$ cat src/rtl/pci_tgt_pkg.sv
package pci_tgt_pkg;

    localparam int ADDR_W     = 32;
    localparam int PAGE_SHIFT = 12;
    localparam int PAGE_W     = ADDR_W - PAGE_SHIFT;
    localparam int MB_SHIFT   = 20;
    localparam int TGT_W      = 3;
    localparam logic [TGT_W-1:0] TGT_PCI = 3'b001;

    typedef enum logic [3:0] {
        CMD_MEM_RD      = 4'b0110,
        CMD_MEM_WR      = 4'b0111,
        CMD_MEM_RD_MULT = 4'b1100,
        CMD_MEM_RD_LINE = 4'b1110,
        CMD_MEM_WR_INV  = 4'b1111
    } mem_cmd_e;

    typedef struct packed {
        logic              en;
        logic [TGT_W-1:0]  tgt;
        logic [PAGE_W-1:0] base;
        logic [PAGE_W-1:0] pages;
    } region_t;

    function automatic logic [ADDR_W:0] page_to_addr(input logic [PAGE_W-1:0] pg);
        return {1'b0, pg, {PAGE_SHIFT{1'b0}}};
    endfunction

endpackage

$ cat src/rtl/ptd_cmd_filter.sv
module ptd_cmd_filter
    import pci_tgt_pkg::*;
(
    input  logic [3:0] cmd,
    output logic       is_mem
);
    always_comb begin
        case (cmd)
            CMD_MEM_RD, CMD_MEM_WR, CMD_MEM_RD_MULT,
            CMD_MEM_RD_LINE, CMD_MEM_WR_INV: is_mem = 1'b1;
            default:                         is_mem = 1'b0;
        endcase
    end
endmodule

$ cat src/rtl/ptd_sdram_window.sv
module ptd_sdram_window
    import pci_tgt_pkg::*;
#(
    parameter int SIZE_W = 9,
    parameter int MAX_MB = 256
) (
    input  logic [ADDR_W-1:0] addr,
    input  logic [SIZE_W-1:0] size_mb,
    output logic              in_window
);
    localparam int TOP_W = ADDR_W + 1;
    localparam logic [SIZE_W-1:0] CAP = SIZE_W'(MAX_MB);

    logic [SIZE_W-1:0] eff_mb;
    logic [TOP_W-1:0]  top_addr;

    always_comb begin
        eff_mb    = (size_mb > CAP) ? CAP : size_mb;
        top_addr  = TOP_W'(eff_mb) << MB_SHIFT;
        in_window = {1'b0, addr} < top_addr;
    end
endmodule

$ cat src/rtl/ptd_region_hit.sv
module ptd_region_hit
    import pci_tgt_pkg::*;
(
    input  logic [ADDR_W-1:0] addr,
    input  region_t           region,
    output logic              hole
);
    logic [ADDR_W:0] lo;
    logic [ADDR_W:0] hi;
    logic [ADDR_W:0] a_ext;

    always_comb begin
        lo    = page_to_addr(region.base);
        hi    = lo + page_to_addr(region.pages);
        a_ext = {1'b0, addr};
        hole  = region.en && (region.tgt == TGT_PCI) && (a_ext >= lo) && (a_ext < hi);
    end
endmodule

$ cat src/rtl/pci_tgt_mem_decode.sv
module pci_tgt_mem_decode
    import pci_tgt_pkg::*;
#(
    parameter int NUM_REGIONS = 2,
    parameter int SIZE_W      = 9,
    parameter int MAX_MB      = 256
) (
    input  logic                          clk,
    input  logic                          rst,
    input  logic                          frame_start,
    input  logic [3:0]                    cmd,
    input  logic [ADDR_W-1:0]             addr,
    input  logic                          mem_en,
    input  logic [SIZE_W-1:0]             sdram_mb,
    input  logic [NUM_REGIONS-1:0]        reg_en,
    input  logic [TGT_W*NUM_REGIONS-1:0]  reg_tgt,
    input  logic [PAGE_W*NUM_REGIONS-1:0] reg_base,
    input  logic [PAGE_W*NUM_REGIONS-1:0] reg_pages,
    output logic                          claim,
    output logic [ADDR_W-1:0]             sdram_addr
);
    localparam logic [ADDR_W-1:0] LIMIT = ADDR_W'(MAX_MB) << MB_SHIFT;

    logic                   is_mem;
    logic                   in_window;
    logic [NUM_REGIONS-1:0] holes;
    logic                   decide;

    ptd_cmd_filter u_cmd (
        .cmd    (cmd),
        .is_mem (is_mem)
    );

    ptd_sdram_window #(.SIZE_W(SIZE_W), .MAX_MB(MAX_MB)) u_win (
        .addr      (addr),
        .size_mb   (sdram_mb),
        .in_window (in_window)
    );

    for (genvar gi = 0; gi < NUM_REGIONS; gi++) begin : g_region
        region_t rg;
        always_comb begin
            rg.en    = reg_en[gi];
            rg.tgt   = reg_tgt[gi*TGT_W +: TGT_W];
            rg.base  = reg_base[gi*PAGE_W +: PAGE_W];
            rg.pages = reg_pages[gi*PAGE_W +: PAGE_W];
        end
        ptd_region_hit u_hit (
            .addr   (addr),
            .region (rg),
            .hole   (holes[gi])
        );
    end

    assign decide = frame_start && mem_en && is_mem && in_window && !(|holes);

    always_ff @(posedge clk) begin
        if (rst) begin
            claim      <= 1'b0;
            sdram_addr <= '0;
        end else begin
            claim      <= decide;
            sdram_addr <= decide ? addr : '0;
        end
    end

    assert_claim_after_start_R8: assert property (@(posedge clk) disable iff (rst)
        claim |-> $past(frame_start));

    assert_claim_needs_enable_R3: assert property (@(posedge clk) disable iff (rst)
        claim |-> $past(mem_en));

    assert_claim_mem_cmd_R2: assert property (@(posedge clk) disable iff (rst)
        claim |-> ($past(cmd) inside {4'b0110, 4'b0111, 4'b1100, 4'b1110, 4'b1111}));

    assert_claim_below_cap_R5: assert property (@(posedge clk) disable iff (rst)
        claim |-> (sdram_addr < LIMIT));

    assert_addr_follows_bus_R9: assert property (@(posedge clk) disable iff (rst)
        claim |-> (sdram_addr == $past(addr)));

    assert_addr_idle_zero_R9: assert property (@(posedge clk) disable iff (rst)
        !claim |-> (sdram_addr == '0));

endmodule

$ cat config.mk
export PLATFORM = sky130hd
export DESIGN_NAME = pci_tgt_mem_decode
export DESIGN_NICKNAME = d
export VERILOG_FILES = /design/src/rtl/pci_tgt_pkg.sv /design/src/rtl/ptd_cmd_filter.sv /design/src/rtl/ptd_sdram_window.sv /design/src/rtl/ptd_region_hit.sv /design/src/rtl/pci_tgt_mem_decode.sv
export SDC_FILE = /design/constraint.sdc
export NUM_CORES = 1
export LEC_CHECK = 0
export BUFFER_PORTS_ARGS = -buffer_cell sky130_fd_sc_hd__buf_2
export CAP_MARGIN = 40
export CORE_ASPECT_RATIO = 0.8
export CORE_UTILIZATION = 30
export CTS_CLUSTER_DIAMETER = 120
export DETAILED_ROUTE_END_ITERATION = 7
export PLACE_DENSITY_LB_ADDON = 0.3
export SYNTH_ARGS = -nofsm -noshare
export SYNTH_HDL_FRONTEND = slang
export SYNTH_SLANG_ARGS = --single-unit
$ cat constraint.sdc
create_clock -name clk -period 8.62 [get_ports clk]
set_input_delay 1.724 -clock clk [delete_from_list [all_inputs] [get_ports clk]]
set_output_delay 1.724 -clock clk [all_outputs]
set_load 0.01 [all_outputs]
Yosys cells after proc, flatten, opt, wreduce, memory -nomap -nowiden
Cells that the tools add are included.

Register bits after elaboration: 33. Input port bits: 137. Output and inout port bits: 33.

$add $sub $neg: 2. Bitwise operators: 1. Mux-type cells: 2. $lt $le $gt $ge: 6. Equal/unequal tests: 7. Reduce and logical (&&, ||, !) cells: 14.

Operators by type and width (number): adder 32 x 32 -> 33 bit (2); less-than comparator 32 x 33 -> 1 bit (2); >= comparator 32 bit (2); less-than comparator 32 x 29 -> 1 bit (1); equality test 4 bit, second input constant (3); logical AND 1 bit (10); greater-than comparator 9 bit, second input constant (1); two-way mux 9 bit (1); equality test 4 x 3 -> 1 bit, second input constant (2); equality test 3 x 1 -> 1 bit, second input constant (2); OR reduction 5 bit (1); OR reduction 2 bit (2); logical NOT 1 bit (1); two-way mux 1 bit (1); inverter 1 bit (1).

Longest topological paths before layout
Depth in word-level cells: 9. Gate-level depth with buffers: 22. Mapped depth without buffers: 21.

Hierarchy
From an unflattened synthesis, not the netlist that was laid out.

Cell total of the unflattened synthesis: 627. Area, all modules: 5161.2 um^2.

By module, submodules not included: ptd_region_hit at g_region[0].u_hit (times used 1, cells each 240, seq. area each 0.0 um^2, area each 1896.8 um^2); ptd_region_hit at g_region[1].u_hit (times used 1, cells each 244, seq. area each 0.0 um^2, area each 1840.5 um^2); pci_tgt_mem_decode (times used 1, cells each 112, seq. area each 660.6 um^2, area each 1191.1 um^2); ptd_sdram_window (times used 1, cells each 29, seq. area each 0.0 um^2, area each 211.5 um^2); ptd_cmd_filter (times used 1, cells each 2, seq. area each 0.0 um^2, area each 21.3 um^2).

Worst setup path before layout
Ideal clock, no wire load.

Kind: input to register. Start: in reg_base[0]. End: reg sdram_addr[12]. Data required time: 8.504 ns. Path slack: 3.477 ns. Data arrival time: 5.027 ns. Buffers on the path: 1. Stages on the path: 21. Cells stage by stage: ha_1 > inv_1 > fa_1 > nor2b_1 > o31a_1 > o21ai_1 > o21ai_1 > a31o_2 > a21oi_1 > xor2_1 > ha_1 > a21o_1 > a21o_1 > a21oi_1 > nor2_1 > a2111oi_0 > a211oi_1 > a21boi_1 > o221ai_2 > buf_6 > nor3_1.

Cells in the longest elaborated chain, start to end: 8. Elaborated cells on any way between the ends: 10. Those cells by class: add/sub (1); order compare (2); bitwise (1); reduce/logical (6).

RTL lines: from (decl) (RTL line pci_tgt_mem_decode.sv:17) `input logic [PAGE_W*NUM_REGIONS-1:0] reg_base,`; adder 32 x 32 -> 33 bit / >= comparator 32 bit (equally long branches) (RTL line ptd_region_hit.sv:14, ptd_region_hit.sv:16); less-than comparator 32 x 33 -> 1 bit / logical AND 1 bit (equally long branches) (RTL line ptd_region_hit.sv:16) `hole = region.en && (region.tgt == TGT_PCI) && (a_ext >= lo) && (a_ext < hi);`; logical AND 1 bit * (RTL line ptd_region_hit.sv:16); OR reduction 2 bit * (RTL line pci_tgt_mem_decode.sv:55) `assign decide = frame_start && mem_en && is_mem && in_window && !(|holes);`; logical NOT 1 bit * (RTL line pci_tgt_mem_decode.sv:55); logical AND 1 bit * (RTL line pci_tgt_mem_decode.sv:55); inverter 1 bit (no source line) *; OR reduction 2 bit (no source line) *; to (signal assigned) (RTL line pci_tgt_mem_decode.sv:63) `sdram_addr <= decide ? addr : '0;`; to (decl) (RTL line pci_tgt_mem_decode.sv:20) `output logic [ADDR_W-1:0] sdram_addr`.

Mark *: on every way between the ends. The rest lies on a longest branch, timed or not. A chain may end at the register's enable or synchronous reset.

Worst setup path after layout
Start: in reg_base[20]. End: reg sdram_addr[10].

The elaborated chain is that of the path after synthesis.

==> results.toml <==
[grt]
grt_max_degree = 31
track_usage_pct = 16.7
grt_pass1_wl_um = 21700
antenna_found_initial = 0
grt_overflow = 0
grt_pass1_vias = 4563

[finish]
fin_nets = 1017
layoutNonFillerInstCount = 963
post-route-util_pct = 39.5
area_delta_synth_final_pct = 25.9
nFillCells = 1633
multi_input_area_mm2 = 0.00387
drive_gt1_share_pct = 26.2
design_area_mm2 = 0.00605
num_antenna_cells = 0
register_area_um2 = 661

[placed_design]
port_buffers = 169
post-place-cells = 955
place_ws_ns = 2.72
gp_congestion = 0.846
place_area_mm2 = 0.00586
dp_hpwl_um = 11900

[routing]
remaining_drc_errors = 0
vias = 4678
drt-pass1-iter-count = 4
drt-total-wl_um = 13600
avgRoutedWirePerCell_um = 14.2
ant_nets = 0
dr.first_iter.drc_count = 167
routed_via_density = 4.86

[sta]
period_share_pct = 65.0
period_needed_ns = 5.60
hold_slack_ns = 1.72
setup_violations = 0
setup-tns-final_ns = 0
slew_headroom_pct = 41.8
fmax_mhz = 178
worst_slack_ns = 3.02
max_slew.worst_pin.slew_ns = 0.871
rsz0062_at_grt = "false"
hold_viol = 0
maxSlewViolCount = 0

[worst_setup_path]
crit_path_start_kind = "primary input"
end_kind = "register"
cpLargestDelayFamily = "compound AO/OA/AOI/OAI gates"
crit_type = "primary input to register"
arrival_ns = 5.72
cp_slowest_stage_delay_ns = 0.73
cp_slowest_cell = "a21oi_4"
worstPathBufferInverterCount = 2
cp_max_fo = 30
crit_required_ns = 8.74
crit_top_cell = "nand2_1"
crit_chain = "buf_2, ha_1, inv_1, fa_1, and2b_1, o21bai_4, a21boi_2, o221ai_2, or2b_1, nand2_1, nand2_1, xnor2_1, ha_1, a21o_1, a21o_1, a21oi_1, nand2_1, o21ai_0, a31oi_1, a21oi_4, nor3b_1"

[synth]
synthArstFlopShare_pct = 0
yosysSeqAreaShare_pct = 13.7
ys.flop_type = "dfxtp_1"
syn-cell-area_mm2 = 0.00480
synth.avg_cell_area_um2 = 8.28
yosys_warnings = 0
synth-edff-count = 0
ys_types = 56
netlist_instances = 580
synth_seq_cells = 33

[flow_run]
max-cap-violations = 0

[power_and_ir_drop]
power_mw = 0.706
ir_worst_vdd_mv = 0.0767
p_leak_nw = 3.23
power_density_mw_per_mm2 = 117

[clocking]
clk_path_buf_depth = 2
cts_buffers = 5
cts_max_level = 2
clk_pin_slew_ns = 0.06
cts_tree = "yes"
cts_hold_buf = 0
cts_resized = 0
clock_sinks = 33
cts_setup_buffers = 0
root_buffer = "clkbuf_16"

[floorplan]
start_util_pct = 31.4
rows = 40
core_area_mm2 = 0.0153
die_h_um = 115
die_w_um = 143
fp.dieArea_mm2 = 0.0165
ios = 170

[outcome]
status = "completed"

[hold_path]
hold_class = "primary input to register"
-- logic make-up (layout without fill, tap and decap cells) --
group / Yosys count / after routing / share of synthesized area [%]
AOI/OAI and AO/OA: 164 / 164 / 22.3
xor gates and xnor gates: 32 / 32 / 5.83
adders and majority gates: 128 / 128 / 33.6
buffers and inverters: 63 / 234 / 5.86
DFF: 33 / 33 / 13.7
other: 1 / 3 / 0.0781
and+or+nand+nor: 159 / 159 / 18.5
-- worst paths after layout --
kind | start | to | slack (ns) | cells past startpoint
hold / removal | addr[5] | sdram_addr[5] | 1.72 | 2
setup / recovery | reg_base[20] | sdram_addr[10] | 3.02 | 21
-- registers in the layout (all words and copies together), names as in the netlist --
signal,count
claim,1
sdram_addr,32
-- routing by layer --
layer,track usage [%],part of all wire (%)
met5,0,0
met4,2.13,0.43
met3,2.08,5.9
met2,28.7,44
met1,22.8,50
-- power by group --
part	switching, mW	leakage, nW	internal (mW)	total [mW]
combinational	0.170	2.87	0.152	0.321
sequential	0.000235	0.267	0.154	0.154
clock	0.0660	0.0938	0.165	0.231
total	0.236	3.23	0.470	0.706
-- cell usage after synthesis (all sizes together) (6+ instances only) --
| cell type | instances | area (um^2) |
|---|---|---|
| nand3 | 10 | 50.1 |
| a211oi | 7 | 57.6 |
| nand2b | 10 | 62.6 |
| ha | 126 | 1580 |
| a21oi | 57 | 304 |
| nand4 | 16 | 100 |
| xnor2 | 15 | 131 |
| nor2 | 21 | 78.8 |
| buf | 6 | 67.6 |
| xor2 | 17 | 149 |
| nand2 | 34 | 128 |
| nor3 | 11 | 55.1 |
| nor3b | 28 | 215 |
| nor2b | 9 | 56.3 |
| a21o | 38 | 287 |
| dfxtp | 33 | 661 |
| inv | 55 | 206 |
| o21ai | 32 | 160 |
-- layout by cell type, fill, tap and decap left out, drive strengths merged, types with 2 or more instances in the layout --
master	synthesis	layout
buf	6	170
ha	126	126
a21oi	57	57
inv	55	55
a21o	38	38
nand2	34	34
dfxtp	33	33
o21ai	32	32
nor3b	28	28
nor2	21	21
xor2	17	17
nand4	16	16
xnor2	15	15
nor3	11	11
nand3	10	10
nand2b	10	10
nor2b	9	9
a211oi	7	7
or2	5	5
nor4	5	5
clkbuf	1	5
o211ai	4	4
a31oi	4	4
o21a	3	3
and3	3	3
a2111oi	3	3
conb	1	3
a21boi	3	3
a31o	2	2
o221ai	2	2
fa	2	2
bufinv	0	2
clkinv	1	2
o21bai	2	2
-- layout make-up --
type                    count  share of cell area (%)
clock buffers               5                    2.07
clock inverters             3                    1.08
inverters                  56                    3.48
multi-input cells         486                    64.0
flip-flops and latches     33                    10.9
well taps                 210                    4.35
repair buffers            170                    14.1
(Power assumes the default switching activity.)
